**config.mk**
```make
export PLATFORM = sky130hd
export DESIGN_NAME = mpwm_channel
export DESIGN_NICKNAME = d
export VERILOG_FILES = /design/src/rtl/mpwm_pkg.sv /design/src/rtl/mpwm_datapath.sv /design/src/rtl/mpwm_control.sv /design/src/rtl/mpwm_channel.sv
export SDC_FILE = /design/constraint.sdc
export NUM_CORES = 1
export LEC_CHECK = 0
export BUFFER_PORTS_ARGS = -buffer_cell sky130_fd_sc_hd__buf_2
export CAP_MARGIN = 20
export CELL_PAD_IN_SITES_DETAIL_PLACEMENT = 1
export CELL_PAD_IN_SITES_GLOBAL_PLACEMENT = 1
export CORE_MARGIN = 3
export CORE_UTILIZATION = 51
export CTS_BUF_LIST = sky130_fd_sc_hd__clkbuf_4
export CTS_CLUSTER_SIZE = 40
export DETAILED_ROUTE_END_ITERATION = 10
export PLACE_DENSITY = 0.81
export SLEW_MARGIN = 20
export SYNTH_ARGS = -nofsm -noshare
export SYNTH_HDL_FRONTEND = slang
export SYNTH_SLANG_ARGS = --single-unit
```
**constraint.sdc**
```tcl
create_clock -name clk -period 4.9 [get_ports clk]
set_input_delay 0.49 -clock clk [delete_from_list [all_inputs] [get_ports clk]]
set_output_delay 0.49 -clock clk [all_outputs]
set_load 0.02 [all_outputs]
```
**src/rtl/mpwm_pkg.sv**
```systemverilog
package mpwm_pkg;
  // Counter and boundary strobes from control to datapath
  typedef struct packed {
    logic load;      // copy staging values into operating registers
    logic cntClear;  // counter to zero
    logic cntInc;    // counter up by one
    logic cntDec;    // counter down by one
    logic goUp;      // direction becomes up
    logic goDown;    // direction becomes down
  } cntStrobe_t;
endpackage

```
**src/rtl/mpwm_datapath.sv**
```systemverilog
module mpwm_datapath
  import mpwm_pkg::*;
#(
  parameter int CNT_W = 16
) (
  input  logic             clk,
  input  logic             rstN,
  input  logic             wrEn,
  input  logic             wrSel,
  input  logic [CNT_W-1:0] wrData,
  input  cntStrobe_t       stb,
  output logic [CNT_W-1:0] tc,
  output logic             dirUp,
  output logic [CNT_W-1:0] limW,
  output logic [CNT_W-1:0] matW,
  output logic [CNT_W-1:0] limOp,
  output logic [CNT_W-1:0] matOp
);
  localparam logic [CNT_W-1:0] ONE = CNT_W'(1);

  // staging registers
  always_ff @(posedge clk or negedge rstN) begin
    if (!rstN) begin
      limW <= '1;
      matW <= '1;
    end else if (wrEn) begin
      if (wrSel) matW <= wrData;
      else       limW <= wrData;
    end
  end

  // operating registers
  always_ff @(posedge clk or negedge rstN) begin
    if (!rstN) begin
      limOp <= '1;
      matOp <= '1;
    end else if (stb.load) begin
      limOp <= limW;
      matOp <= matW;
    end
  end

  // timer counter and direction
  always_ff @(posedge clk or negedge rstN) begin
    if (!rstN) begin
      tc    <= '0;
      dirUp <= 1'b1;
    end else begin
      if (stb.cntClear)    tc <= '0;
      else if (stb.cntInc) tc <= tc + ONE;
      else if (stb.cntDec) tc <= tc - ONE;
      if (stb.goUp)        dirUp <= 1'b1;
      else if (stb.goDown) dirUp <= 1'b0;
    end
  end

  // counter never passes the operating period value
  cnt_range_chk: assert property (@(posedge clk) disable iff (!rstN)
    tc <= limOp);
endmodule

```
**src/rtl/mpwm_control.sv**
```systemverilog
module mpwm_control
  import mpwm_pkg::*;
#(
  parameter int CNT_W = 16
) (
  input  logic             clk,
  input  logic             rstN,
  input  logic             centerMode,
  input  logic             deadTimeEn,
  input  logic [CNT_W-1:0] tc,
  input  logic             dirUp,
  input  logic [CNT_W-1:0] limW,
  input  logic [CNT_W-1:0] matW,
  input  logic [CNT_W-1:0] limOp,
  input  logic [CNT_W-1:0] matOp,
  output cntStrobe_t       stb,
  output logic             outA,
  output logic             outB,
  output logic             dtTrig,
  output logic             dtDirUp
);
  logic atLim, atZero, hit, effUp, holdAtWrap;
  logic aOn, bOn, trig, dirFlag;

  assign atLim      = (tc == limOp);
  assign atZero     = (tc == '0);
  assign hit        = (tc == matOp) && (matOp < limOp);
  assign effUp      = atZero || dirUp;
  assign holdAtWrap = (matW == '0) && (limW != '0);

  // counter sequencing
  always_comb begin
    stb = '0;
    if (!centerMode) begin
      stb.goUp     = 1'b1;
      stb.load     = atLim;
      stb.cntClear = atLim;
      stb.cntInc   = !atLim;
    end else if (atZero) begin
      stb.load     = 1'b1;
      stb.goUp     = 1'b1;
      stb.cntInc   = (limW != '0);
      stb.cntClear = (limW == '0);
    end else if (dirUp && tc >= limOp) begin
      stb.goDown = 1'b1;
      stb.cntDec = 1'b1;
    end else if (dirUp) begin
      stb.cntInc = 1'b1;
    end else begin
      stb.cntDec = 1'b1;
    end
  end

  // output pair and dead-time hooks
  always_ff @(posedge clk or negedge rstN) begin
    if (!rstN) begin
      aOn     <= 1'b0;
      bOn     <= 1'b1;
      trig    <= 1'b0;
      dirFlag <= 1'b1;
    end else begin
      trig <= 1'b0;
      if (hit && (effUp || !centerMode)) begin
        bOn     <= 1'b0;
        aOn     <= !deadTimeEn;
        trig    <= deadTimeEn;
        dirFlag <= 1'b1;
      end else if (hit) begin
        aOn     <= 1'b0;
        bOn     <= !deadTimeEn;
        trig    <= deadTimeEn;
        dirFlag <= 1'b0;
      end else if (!centerMode && atLim && !holdAtWrap) begin
        bOn <= 1'b1;
        aOn <= 1'b0;
      end
    end
  end

  assign outA    = aOn;
  assign outB    = bOn;
  assign dtTrig  = trig;
  assign dtDirUp = dirFlag;


  ab_exclusive_chk: assert property (@(posedge clk) disable iff (!rstN)
    !(outA && outB));

  trig_pulse_chk: assert property (@(posedge clk) disable iff (!rstN)
    dtTrig |=> !dtTrig);

  trig_needs_dt_chk: assert property (@(posedge clk) disable iff (!rstN)
    dtTrig |-> deadTimeEn);

  b_fall_on_match_chk: assert property (@(posedge clk) disable iff (!rstN)
    $fell(outB) |-> $past(tc == matOp));

  edge_wrap_chk: assert property (@(posedge clk) disable iff (!rstN)
    (!centerMode && tc == limOp) |=> (tc == '0));

  edge_hold_chk: assert property (@(posedge clk) disable iff (!rstN)
    (!centerMode && tc != limOp) |=> ($stable(limOp) && $stable(matOp)));

  center_hold_chk: assert property (@(posedge clk) disable iff (!rstN)
    (centerMode && tc != '0) |=> ($stable(limOp) && $stable(matOp)));
endmodule

```
**src/rtl/mpwm_channel.sv**
```systemverilog
module mpwm_channel
  import mpwm_pkg::*;
#(
  parameter int CNT_W = 16
) (
  input  logic             clk,
  input  logic             rstN,
  input  logic             wrEn,
  input  logic             wrSel,
  input  logic [CNT_W-1:0] wrData,
  input  logic             centerMode,
  input  logic             deadTimeEn,
  output logic             outA,
  output logic             outB,
  output logic             dtTrig,
  output logic             dtDirUp
);
  cntStrobe_t       stb;
  logic [CNT_W-1:0] tc, limW, matW, limOp, matOp;
  logic             dirUp;

  mpwm_datapath #(.CNT_W(CNT_W)) u_datapath (
    .clk(clk), .rstN(rstN), .wrEn(wrEn), .wrSel(wrSel), .wrData(wrData),
    .stb(stb), .tc(tc), .dirUp(dirUp), .limW(limW), .matW(matW),
    .limOp(limOp), .matOp(matOp)
  );

  mpwm_control #(.CNT_W(CNT_W)) u_control (
    .clk(clk), .rstN(rstN), .centerMode(centerMode), .deadTimeEn(deadTimeEn),
    .tc(tc), .dirUp(dirUp), .limW(limW), .matW(matW), .limOp(limOp),
    .matOp(matOp), .stb(stb), .outA(outA), .outB(outB), .dtTrig(dtTrig),
    .dtDirUp(dtDirUp)
  );
endmodule

```
==> impl_results.md, run 1 <==
- Clock-pin slew on the worst setup and hold paths: 0.15 ns
- Pleak: 2.27 nW
- Final Instance Count excl. Fillers: 580
- Tot GR Track Use: 22.9%
- Post-synthesis compound-gate area fraction: 10.2%
- Critical path data required time: 5.29 ns
- Placed cells: 564
- Total gr overflow: 0
- Crit path depth: 15
- Final Max Tran Viols: 0
- Dpl hpwl: 9150 um
- Worst path buffer plus inverter count: 2
- # rows: 35
- Ant diodes: 0
- Drt first pass iters: 4
- Vias: 3335
- Cell area power density: 606 nW/um^2
- Setup crit start: u_datapath.limOp[11]
- Startpoint types: register
- Largest family of logic cells by synthesized area: multiplexers
- Die Ht: 104 um
- Adder-Cell Fraction of Synth Area: 12.6%
- Crit path kind: register to register
- Critical Path Sink: u_datapath.tc[15]
- Relative slew slack: 48.5%
- Port bufs: 25
- Yosys reg bits: 85
- Yosys Warn Count: 0
- Synth Area in Simple Gates: 10.3%
- Num CTS Buffers: 9
- Post-CTS Setup Bufs: 0
- Layout cells sized above 1: 41.5%
- Fillers: 992
- CORE AREA: 9330 sq um
- Class of the worst hold path: input pin to async pin
- Placement Setup Slack: 0.492 ns
- Die width: 104 um
- Clock Sink Count: 85
- WHS: 0.0554 ns
- Area Growth Syn to Fin: 8.05%
- Top Ports: 26
- Fmax achieved: 228 MHz
- Cells along the critical path: inv_1 -> ha_1 -> nand4_2 -> nor4_4 -> and2b_1 -> o21a_2 -> nor2_1 -> inv_1 -> ha_1 -> o21ai_0 -> nand2b_1 -> a21oi_1 -> o21ai_0 -> or3_1 -> mux2i_1
- CTS H-Tree Depth: 3
- Unrepaired setup endpoints after global routing: false
- CTS tree: built
- Post-synth design cell area: 4940 sq um
- Crit path DAT: 4.77 ns
- First-pass GRT wire length: 19800 um
- Hold Buf Count CTS: 0
- Worst r2r dst: u_datapath.tc[15]
- Worst-case reg-to-reg path depth: 15
- Post-CTS resize count: 0
- Nets@finish: 517
- DRC viols: 0
- Crit path capture type: register
- RePlAce Congestion: 0.856
- Later-pin clock latency in the skew report: 0.46 ns
- Vias in the first global route: 3773
- CTS root buf: clkbuf_4
- Overall power: 3.24 mW
- Min cycle time layout: 4.39 ns
- Mux share of post-synthesis cell area: 15.4%
- CTS Buffer Depth: 2
- Fin crit share: 89.5%
- Syn_nets: 486
- Largest fanout on the critical path: 17
- Average size of a mapped cell: 11.9 sq um
- CP max stage cell: dfstp_2
- Max-cap viol count: 0
- Post-route setup TNS: 0 ns
- Fin Clk Skew: 0.0203 ns
- Total wire length: 11800 um
- VDD IR max: 0.219 mV
- Reg-to-reg slack, setup: 0.51 ns
- Final WS setup: 0.513 ns
- WL/cell: 20.4 um
- Largest net degree at the start of global routing: 86
- Initial core utilization: 53.0%
- Die ar.: 10900 sq um
- Netlist cell types: 54
- Iter 0 DRT Violations: 108
- Critical path's largest stage delay: 0.56 ns
- Final setup viols: 0
- Reg2reg start: u_datapath.limOp[11]
- Worst Tran Pin Value: 0.771 ns
- Final hold violations: 0
- Vias per cell: 5.75
- Antenna violations before repair: 0
- Post-synth EDFFs: 0
- Seq/Total Area, Yosys: 44.7%
- Top Family by Delay on Critical Path: simple AND/OR/NAND/NOR gates
- Post-synth ARST share: 100%
- Antenna viol nets, final: 0
- Top_reg_cell synth: dfstp_2
- Synth Instances: 415
- XOR/XNOR Fraction of Synth Area: 4.61%
- Status: complete, no violations
-- power by group --
group / leakage [nW] / internal (mW) / switching [mW]
Sequential: 0.921 / 0.970 / 0.219
Combinational: 1.29 / 0.746 / 0.917
Clock: 0.0665 / 0.111 / 0.271
-- cell usage after synthesis, drive strengths merged, types with 2 or more instances --
library cell	n	area share, %
dfstp	67	36
mux2	66	15
ha	48	12
a21oi	22	2.3
xnor2	20	3.5
inv	19	1.4
dfrtp	18	9.1
nor2	18	1.4
o21ai	18	2.0
nand2	17	1.3
nor4	13	1.9
nand4	11	1.8
a21o	7	1.1
nand2b	7	0.89
xor2	6	1.1
a31oi	5	0.94
buf	5	0.56
nor2b	5	0.63
o21a	5	0.79
a211oi	3	0.56
nand3	3	0.30
nor3	3	0.30
o211ai	3	0.46
a2111oi	2	0.73
a211o	2	0.35
and2	2	0.25
clkbuf	2	0.15
mux2i	2	0.41
nand3b	2	0.30
or3	2	0.25
-- placed cells by master, fill, tap and decap left out, types with 3 or more instances in the layout --
cell / netlist / routed
nand2b_1: 7 / 7
buf_2: 4 / 24
mux2_2: 65 / 65
nand4_1: 9 / 9
ha_1: 48 / 48
nand2_1: 16 / 16
inv_1: 19 / 19
xnor2_1: 20 / 20
dfrtp_1: 18 / 18
o21ai_0: 16 / 16
xor2_1: 6 / 6
nor3_1: 3 / 3
nor2_1: 18 / 18
a21oi_1: 21 / 21
clkbuf_4: 0 / 9
a21o_1: 7 / 7
dfstp_2: 67 / 67
nor4_1: 12 / 12
o21a_1: 4 / 4
nand3_1: 3 / 3
o211ai_1: 3 / 3
nor2b_1: 5 / 5
a31oi_1: 4 / 4
-- logic make-up after synthesis --
| kind of cell | after synthesis |
|---|---|
| AO/OA/AOI/OAI | 72 |
| XOR/XNOR | 26 |
| adder cells (fa/ha/maj) | 49 |
| buffers and inverters | 26 |
| flip-flops | 85 |
| multiplexers | 68 |
| AND/OR/NAND/NOR | 89 |
-- sequential cells by signal (all words and copies together) (netlist names) --
name	count
u_control.dtTrig	1
u_datapath.tc	16
u_datapath.limW	16
u_control.dtDirUp	1
u_datapath.dirUp	1
u_datapath.matOp	16
u_control.outB	1
u_datapath.limOp	16
u_control.outA	1
u_datapath.matW	16
-- worst min-delay path by stage --
stage / start / end / cells after the start
after detailed placement: u_datapath.tc[0] / u_datapath.tc[0] / 1
after global placement: u_control.outA / u_control.outA / 2
after global routing: rstN / u_control.dtTrig / 1
after CTS: rstN / u_control.dtTrig / 1
final: rstN / u_datapath.tc[4] / 1
after floorplan: rstN / u_control.dtTrig / 0
-- per-stage QoR --
step	util, %	cell area [sq um]
2_1_floorplan	-	4940
3_3_place_gp	55.9	5210
3_5_place_dp	55.9	5210
4_1_cts	57.2	5340
5_1_grt	57.2	5340
6_report	57.2	5340
-- layout make-up --
cell class	instances	area, sq um	share of cell area, %
multi-input combinational	304	2620	49.1
sequential	85	2210	41.4
tap	129	161	3.02
timing repair buffer	27	146	2.74
inverter	19	71.3	1.34
clock buffer	9	67.6	1.27
clock inverter	7	57.6	1.08
-- routing by layer --
layer,routed length [um],global-route usage [%]
met5,0,0
met2,6070,39.3
met4,193,7.31
met1,5240,29.6
met3,303,3.41
No activity file was read; power rests on OpenSTA's default activity.
==> run 2, diff against run 1 <==
--- a/config.mk
+++ b/config.mk
@@ -15,6 +15,7 @@
 export CTS_CLUSTER_SIZE = 40
 export DETAILED_ROUTE_END_ITERATION = 10
 export PLACE_DENSITY = 0.81
+export RECOVER_POWER = 50
 export SLEW_MARGIN = 20
 export SYNTH_ARGS = -nofsm -noshare
 export SYNTH_HDL_FRONTEND = slang
==> impl_results.md, run 2 (synthesis results as in run 1) <==
- Status: complete, but fails checks (was complete, no violations)
- Failing checks: capacitance limit, slew limit
- Drt first pass iters: 4 (unchanged)
- Cell area power density: 607 nW/um^2 (was 606 nW/um^2)
- Final Max Tran Viols: 86 (was 0)
- Clock-pin slew on the worst setup and hold paths: 0.15 ns (about the same)
- Antenna viol nets, final: 0 (unchanged)
- Initial core utilization: 53.0% (unchanged)
- Register area: 2210 sq um (unchanged)
- Post-CTS resize count: 0 (unchanged)
- Fin Clk Skew: 0.0166 ns (was 0.0203 ns)
- Met2 Usage GRT: 39.3% (unchanged)
- Num CTS Buffers: 9 (unchanged)
- Area Growth Syn to Fin: 7.80% (was 8.05%)
- Die Ht: 104 um (unchanged)
- Largest net degree at the start of global routing: 86 (unchanged)
- Dpl hpwl: 9150 um (unchanged)
- Unrepaired setup endpoints after global routing: false (unchanged)
- Antenna violations before repair: 0 (unchanged)
- Class of the worst hold path: input pin to register (was input pin to async pin)
- Fin crit share: 89.5% (about the same)
- CTS Buffer Depth: 2 (unchanged)
- Port bufs: 25 (unchanged)
- Worst r2r dst: u_datapath.tc[15] (unchanged)
- CTS tree: built (unchanged)
- Total wire length: 11800 um (about the same)
- Post-route setup TNS: 0 ns (unchanged)
- Reg-to-reg slack, setup: 0.52 ns (was 0.51 ns)
- Vias in the first global route: 3773 (unchanged)
- Most frequent cells in the layout: dfstp_2 (67), mux2_2 (65), ha_1 (48) (unchanged)
- First-pass GRT wire length: 19800 um (unchanged)
- Vias per cell: 5.75 (about the same)
- Startpoint types: register (unchanged)
- Vias: 3334 (was 3335)
- Nets@finish: 517 (unchanged)
- Fillers: 992 (unchanged)
- Final hold violations: 0 (unchanged)
- Top Ports: 26 (unchanged)
- Cells along the critical path: inv_1 -> ha_1 -> nand4_2 -> nor4_4 -> and2b_1 -> o21a_2 -> nor2_1 -> inv_1 -> ha_1 -> o21ai_0 -> nand2b_1 -> a21oi_1 -> o21ai_0 -> or3_1 -> mux2i_1 (unchanged)
- Iter 0 DRT Violations: 117 (was 108)
- Critical path data required time: 5.29 ns (about the same)
- Die width: 104 um (unchanged)
- Crit path capture type: register (unchanged)
- Min cycle time layout: 4.38 ns (was 4.39 ns)
- RePlAce Congestion: 0.856 (unchanged)
- Max-cap viol count: 1 (was 0)
- Area of the multi-input gates: 2620 sq um (unchanged)
- DP Area: 5210 sq um (unchanged)
- Clock Sink Count: 85 (unchanged)
- Most common cell after layout, fill and taps aside: dfstp_2 (unchanged)
- Worst Tran Pin Value: 4.36 ns (was 0.771 ns)
- Placement Setup Slack: 0.492 ns (unchanged)
- Final Instance Count excl. Fillers: 580 (unchanged)
- Crit path kind: register to register (unchanged)
- Worst-case reg-to-reg path depth: 15 (unchanged)
- Tot GR Track Use: 22.9% (unchanged)
- Most Used Layer, Global Route: met2 (unchanged)
- Die ar.: 10900 sq um (unchanged)
- CORE AREA: 9330 sq um (unchanged)
- Setup crit start: u_datapath.limOp[11] (unchanged)
- Overall power: 3.23 mW (was 3.24 mW)
- Critical Path Sink: u_datapath.tc[15] (unchanged)
- CTS H-Tree Depth: 3 (unchanged)
- # rows: 35 (unchanged)
- Crit path DAT: 4.77 ns (about the same)
- Layout cells sized above 1: 40.8% (was 41.5%)
- Total gr overflow: 0 (unchanged)
- Critical path's largest stage delay: 0.56 ns (about the same)
- Worst path buffer plus inverter count: 2 (unchanged)
- Final setup viols: 0 (unchanged)
- CTS root buf: clkbuf_4 (unchanged)
- WHS: 0.266 ns (was 0.0554 ns)
- Hold Buf Count CTS: 0 (unchanged)
- Met1 GRT Util: 29.6% (unchanged)
- Placed cells: 564 (unchanged)
- Ant diodes: 0 (unchanged)
- Largest fanout on the critical path: 17 (unchanged)
- CP max stage cell: dfstp_2 (unchanged)
- DRC viols: 0 (unchanged)
- Crit path depth: 15 (unchanged)
- Met3 usage: 3.41% (unchanged)
- Fmax achieved: 228 MHz (about the same)
- VDD IR max: 0.218 mV (was 0.219 mV)
- Fin util: 57.1% (was 57.2%)
- Reg2reg start: u_datapath.limOp[11] (unchanged)
- WL/cell: 20.3 um (was 20.4 um)
- Top Family by Delay on Critical Path: simple AND/OR/NAND/NOR gates (unchanged)
- Pleak: 2.26 nW (was 2.27 nW)
- Relative slew slack: -190% (was 48.5%)
- Later-pin clock latency in the skew report: 0.46 ns (about the same)
- Final Cell Area: 5330 sq um (was 5340 sq um)
- Final WS setup: 0.516 ns (was 0.513 ns)
- Post-CTS Setup Bufs: 0 (unchanged)
[run 2: cell count changes in the layout (fill, tap and decap cells not counted)]
cell,change
clkbuf_1,+3
buf_4,-1
buf_2,-1
buf_6,-1
[run 2: final cells by class]
| cell class | instances | area share, % |
|---|---|---|
| clock inverter | 7 | 1.08 |
| clock buffer | 9 | 1.27 |
| inverter | 19 | 1.34 |
| tap | 129 | 3.03 |
| sequential | 85 | 41.5 |
| multi-input combinational | 304 | 49.3 |
| timing repair buffer | 27 | 2.51 |
[run 2: how the worst min path moves through the flow]
stage / startpoint / end / slack (ns) / cells after the start
after floorplan: rstN / u_control.dtTrig / 0.19 / 0
after global placement: u_control.outA / u_control.outA / 0.51 / 2
after detailed placement: u_datapath.tc[0] / u_datapath.tc[0] / 0.53 / 1
after CTS: rstN / u_control.dtTrig / 0.21 / 1
after global routing: wrData[1] / u_datapath.matW[1] / 0.24 / 2
final: wrData[3] / u_datapath.matW[3] / 0.27 / 2
[run 2: where the power goes]
part           internal [mW]  switching (mW)  total, mW
Sequential             0.970           0.218       1.19
Clock                  0.111           0.269      0.381
Combinational          0.745           0.920       1.66
Total                   1.83            1.41       3.23
[run 2: routing by layer]
layer	routed length, um	up-vias
li1	-	1581
met1	5160	1686
met2	6130	53
met3	308	14
met4	176	0
met5	0	-
==> run 3, diff against run 2 <==
--- a/config.mk
+++ b/config.mk
@@ -5,7 +5,7 @@
 export SDC_FILE = /design/constraint.sdc
 export NUM_CORES = 1
 export LEC_CHECK = 0
-export BUFFER_PORTS_ARGS = -buffer_cell sky130_fd_sc_hd__buf_2
+export BUFFER_PORTS_ARGS = -buffer_cell sky130_fd_sc_hd__buf_4
 export CAP_MARGIN = 20
 export CELL_PAD_IN_SITES_DETAIL_PLACEMENT = 1
 export CELL_PAD_IN_SITES_GLOBAL_PLACEMENT = 1
==> impl_results.md, run 3 (synthesis results as in run 1) <==
- First-pass GRT wire length: 18800 um (was 19800 um)
- VDD IR max: 0.276 mV (was 0.218 mV)
- Drt first pass iters: 4 (unchanged)
- Cell area power density: 597 nW/um^2 (was 607 nW/um^2)
- Die width: 104 um (unchanged)
- Fmax achieved: 229 MHz (was 228 MHz)
- CTS H-Tree Depth: 3 (unchanged)
- Reg-to-reg slack, setup: 0.53 ns (was 0.52 ns)
- Fin crit share: 89.1% (was 89.5%)
- Hold path cells: 2 (unchanged)
- Clock Power Share: 11.6% (was 11.8%)
- Worst-case reg-to-reg path depth: 15 (unchanged)
- Num CTS Buffers: 9 (unchanged)
- Failing checks: capacitance limit, slew limit (unchanged)
- Post-CTS Setup Bufs: 0 (unchanged)
- Iter 0 DRT Violations: 96 (was 117)
- Die ar.: 10900 sq um (unchanged)
- Antenna violations before repair: 0 (unchanged)
- Vias: 3354 (was 3334)
- Fin Clk Skew: 0.0195 ns (was 0.0166 ns)
- Final hold violations: 0 (unchanged)
- Post-route setup TNS: 0 ns (unchanged)
- WL/cell: 19.3 um (was 20.3 um)
- Clock Sink Count: 85 (unchanged)
- Total wire length: 11200 um (was 11800 um)
- Fin util: 57.7% (was 57.1%)
- Relative slew slack: -191% (was -190%)
- Largest fanout on the critical path: 17 (unchanged)
- Placed cells: 564 (unchanged)
- Tot GR Track Use: 21.8% (was 22.9%)
- Status: complete, but fails checks (unchanged)
- Most common cell after layout, fill and taps aside: dfstp_2 (unchanged)
- Net Sw Frac: 43.1% (was 43.5%)
- Post-CTS resize count: 0 (unchanged)
- Later-pin clock latency in the skew report: 0.44 ns (was 0.46 ns)
- Min cycle time layout: 4.37 ns (was 4.38 ns)
- Nets@finish: 517 (unchanged)
- Top Family by Delay on Critical Path: compound AO/OA/AOI/OAI gates (was simple AND/OR/NAND/NOR gates)
- Largest net degree at the start of global routing: 86 (unchanged)
- Pleak: 2.28 nW (was 2.26 nW)
- Crit path kind: register to register (unchanged)
- Sequential Power Share: 37.0% (was 36.8%)
- Crit path DAT: 4.73 ns (was 4.77 ns)
- Startpoint types: register (unchanged)
- Hold_sp: deadTimeEn (was wrData[3])
- Cells along the critical path: inv_1 -> ha_1 -> nand4_4 -> nor4_4 -> and2b_1 -> o21a_2 -> nor2_1 -> inv_1 -> ha_1 -> a21o_1 -> a2111oi_4 -> o21ai_2 -> a21oi_1 -> o311ai_0 -> a21oi_1 (was inv_1 -> ha_1 -> nand4_2 -> nor4_4 -> and2b_1 -> o21a_2 -> nor2_1 -> inv_1 -> ha_1 -> o21ai_0 -> nand2b_1 -> a21oi_1 -> o21ai_0 -> or3_1 -> mux2i_1)
- Int Pwr: 1.83 mW (about the same)
- Vias in the first global route: 3673 (was 3773)
- Unrepaired setup endpoints after global routing: false (unchanged)
- Initial core utilization: 53.0% (unchanged)
- # rows: 35 (unchanged)
- Hold Buf Count CTS: 0 (unchanged)
- Comb pwr share: 51.4% (was 51.5%)
- Top Ports: 26 (unchanged)
- Final setup viols: 0 (unchanged)
- RePlAce Congestion: 0.861 (was 0.856)
- Worst Hold Path EP: u_control.dtTrig (was u_datapath.matW[3])
- Total gr overflow: 0 (unchanged)
- Worst r2r dst: u_datapath.tc[13] (was u_datapath.tc[15])
- Clock-pin slew on the worst setup and hold paths: 0.14 ns (was 0.15 ns)
- Most frequent cells in the layout: dfstp_2 (67), mux2_2 (65), ha_1 (48) (unchanged)
- Class of the worst hold path: input pin to register (unchanged)
- Overall power: 3.21 mW (was 3.23 mW)
- CTS Buffer Depth: 2 (unchanged)
- Dpl hpwl: 8720 um (was 9150 um)
- Port bufs: 25 (unchanged)
- CP max stage cell: dfstp_2 (unchanged)
- Ant diodes: 0 (unchanged)
- Antenna viol nets, final: 0 (unchanged)
- Reg2reg start: u_datapath.limOp[13] (was u_datapath.limOp[11])
- CTS root buf: clkbuf_4 (unchanged)
- Die Ht: 104 um (unchanged)
- Critical path's largest stage delay: 0.55 ns (was 0.56 ns)
- Worst path buffer plus inverter count: 2 (unchanged)
- Final Instance Count excl. Fillers: 580 (unchanged)
- Psw: 1.39 mW (was 1.41 mW)
- DRC viols: 0 (unchanged)
- CORE AREA: 9330 sq um (unchanged)
- Area Growth Syn to Fin: 8.96% (was 7.80%)
- Final Max Tran Viols: 86 (unchanged)
- Worst Tran Pin Value: 4.37 ns (was 4.36 ns)
- Critical path data required time: 5.26 ns (was 5.29 ns)
- Max-cap viol count: 1 (unchanged)
- Vias per cell: 5.78 (was 5.75)
- CTS tree: built (unchanged)
- Crit path capture type: register (unchanged)
- Layout cells sized above 1: 40.8% (unchanged)
==> run 3: cell counts in the layout (fill, tap and decap cells not counted) <==
No cell type changed its count.
==> run 3: power by group through the flow <==
| stage | combinational, mW | clock, mW | sequential [mW] |
|---|---|---|---|
| 6_report | 1.65 | 0.373 | 1.19 |
| 5_1_grt | 1.87 | 0.418 | 1.21 |
| 4_1_cts | 1.66 | 0.389 | 1.19 |
| 3_5_place_dp | 1.64 | 0 | 1.20 |
| 3_3_place_gp | 1.55 | 0 | 1.19 |
| 2_1_floorplan | 1.28 | 0 | 1.11 |
==> run 3: final cells by class <==
type                            instances  area [sq um]
Fill cell                             998          3940
Multi-Input combinational cell        304          2620
Sequential cell                        85          2210
Timing Repair Buffer                   27           191
Tap cell                              129           161
Inverter                               19          71.3
Clock buffer                            9          67.6
Clock inverter                          7          57.6
==> run 3: worst max path at each step <==
stage / start / endpoint / slack (ns) / cells after the start
6_report: u_datapath.limOp[13] / u_datapath.tc[13] / 0.53 / 15
5_1_grt: u_datapath.limOp[9] / u_datapath.tc[15] / 0.16 / 15
3_5_place_dp: u_datapath.limOp[13] / u_datapath.tc[15] / 0.61 / 15
2_1_floorplan: u_datapath.limOp[13] / u_datapath.tc[15] / 1.23 / 15
4_1_cts: u_datapath.limOp[13] / u_datapath.tc[15] / 0.58 / 15
3_3_place_gp: u_datapath.limOp[13] / u_datapath.tc[15] / 0.78 / 15
==> run 3: per-stage QoR <==
| step | instance area [sq um] | worst slack [ns] | hold slack [ns] |
|---|---|---|---|
| 2_1_floorplan | 4940 | 1.23 | 0.194 |
| 4_1_cts | 5400 | 0.579 | 0.220 |
| 3_3_place_gp | 5270 | 0.777 | 0.513 |
| 3_5_place_dp | 5270 | 0.608 | 0.531 |
| 5_1_grt | 5380 | 0.163 | 0.236 |
| 6_report | 5380 | 0.534 | 0.262 |
==> run 3: per-layer routing <==
metal / wire length (um) / global-route usage, % / share of wire (%) / vias up
met4: 173 / 6.55 / 1.5 / 0
met3: 304 / 3.72 / 2.7 / 21
met1: 5060 / 28.6 / 45 / 1694
li1: - / - / - / 1580
met5: 0 / 0 / 0 / -
met2: 5640 / 36.8 / 50 / 59
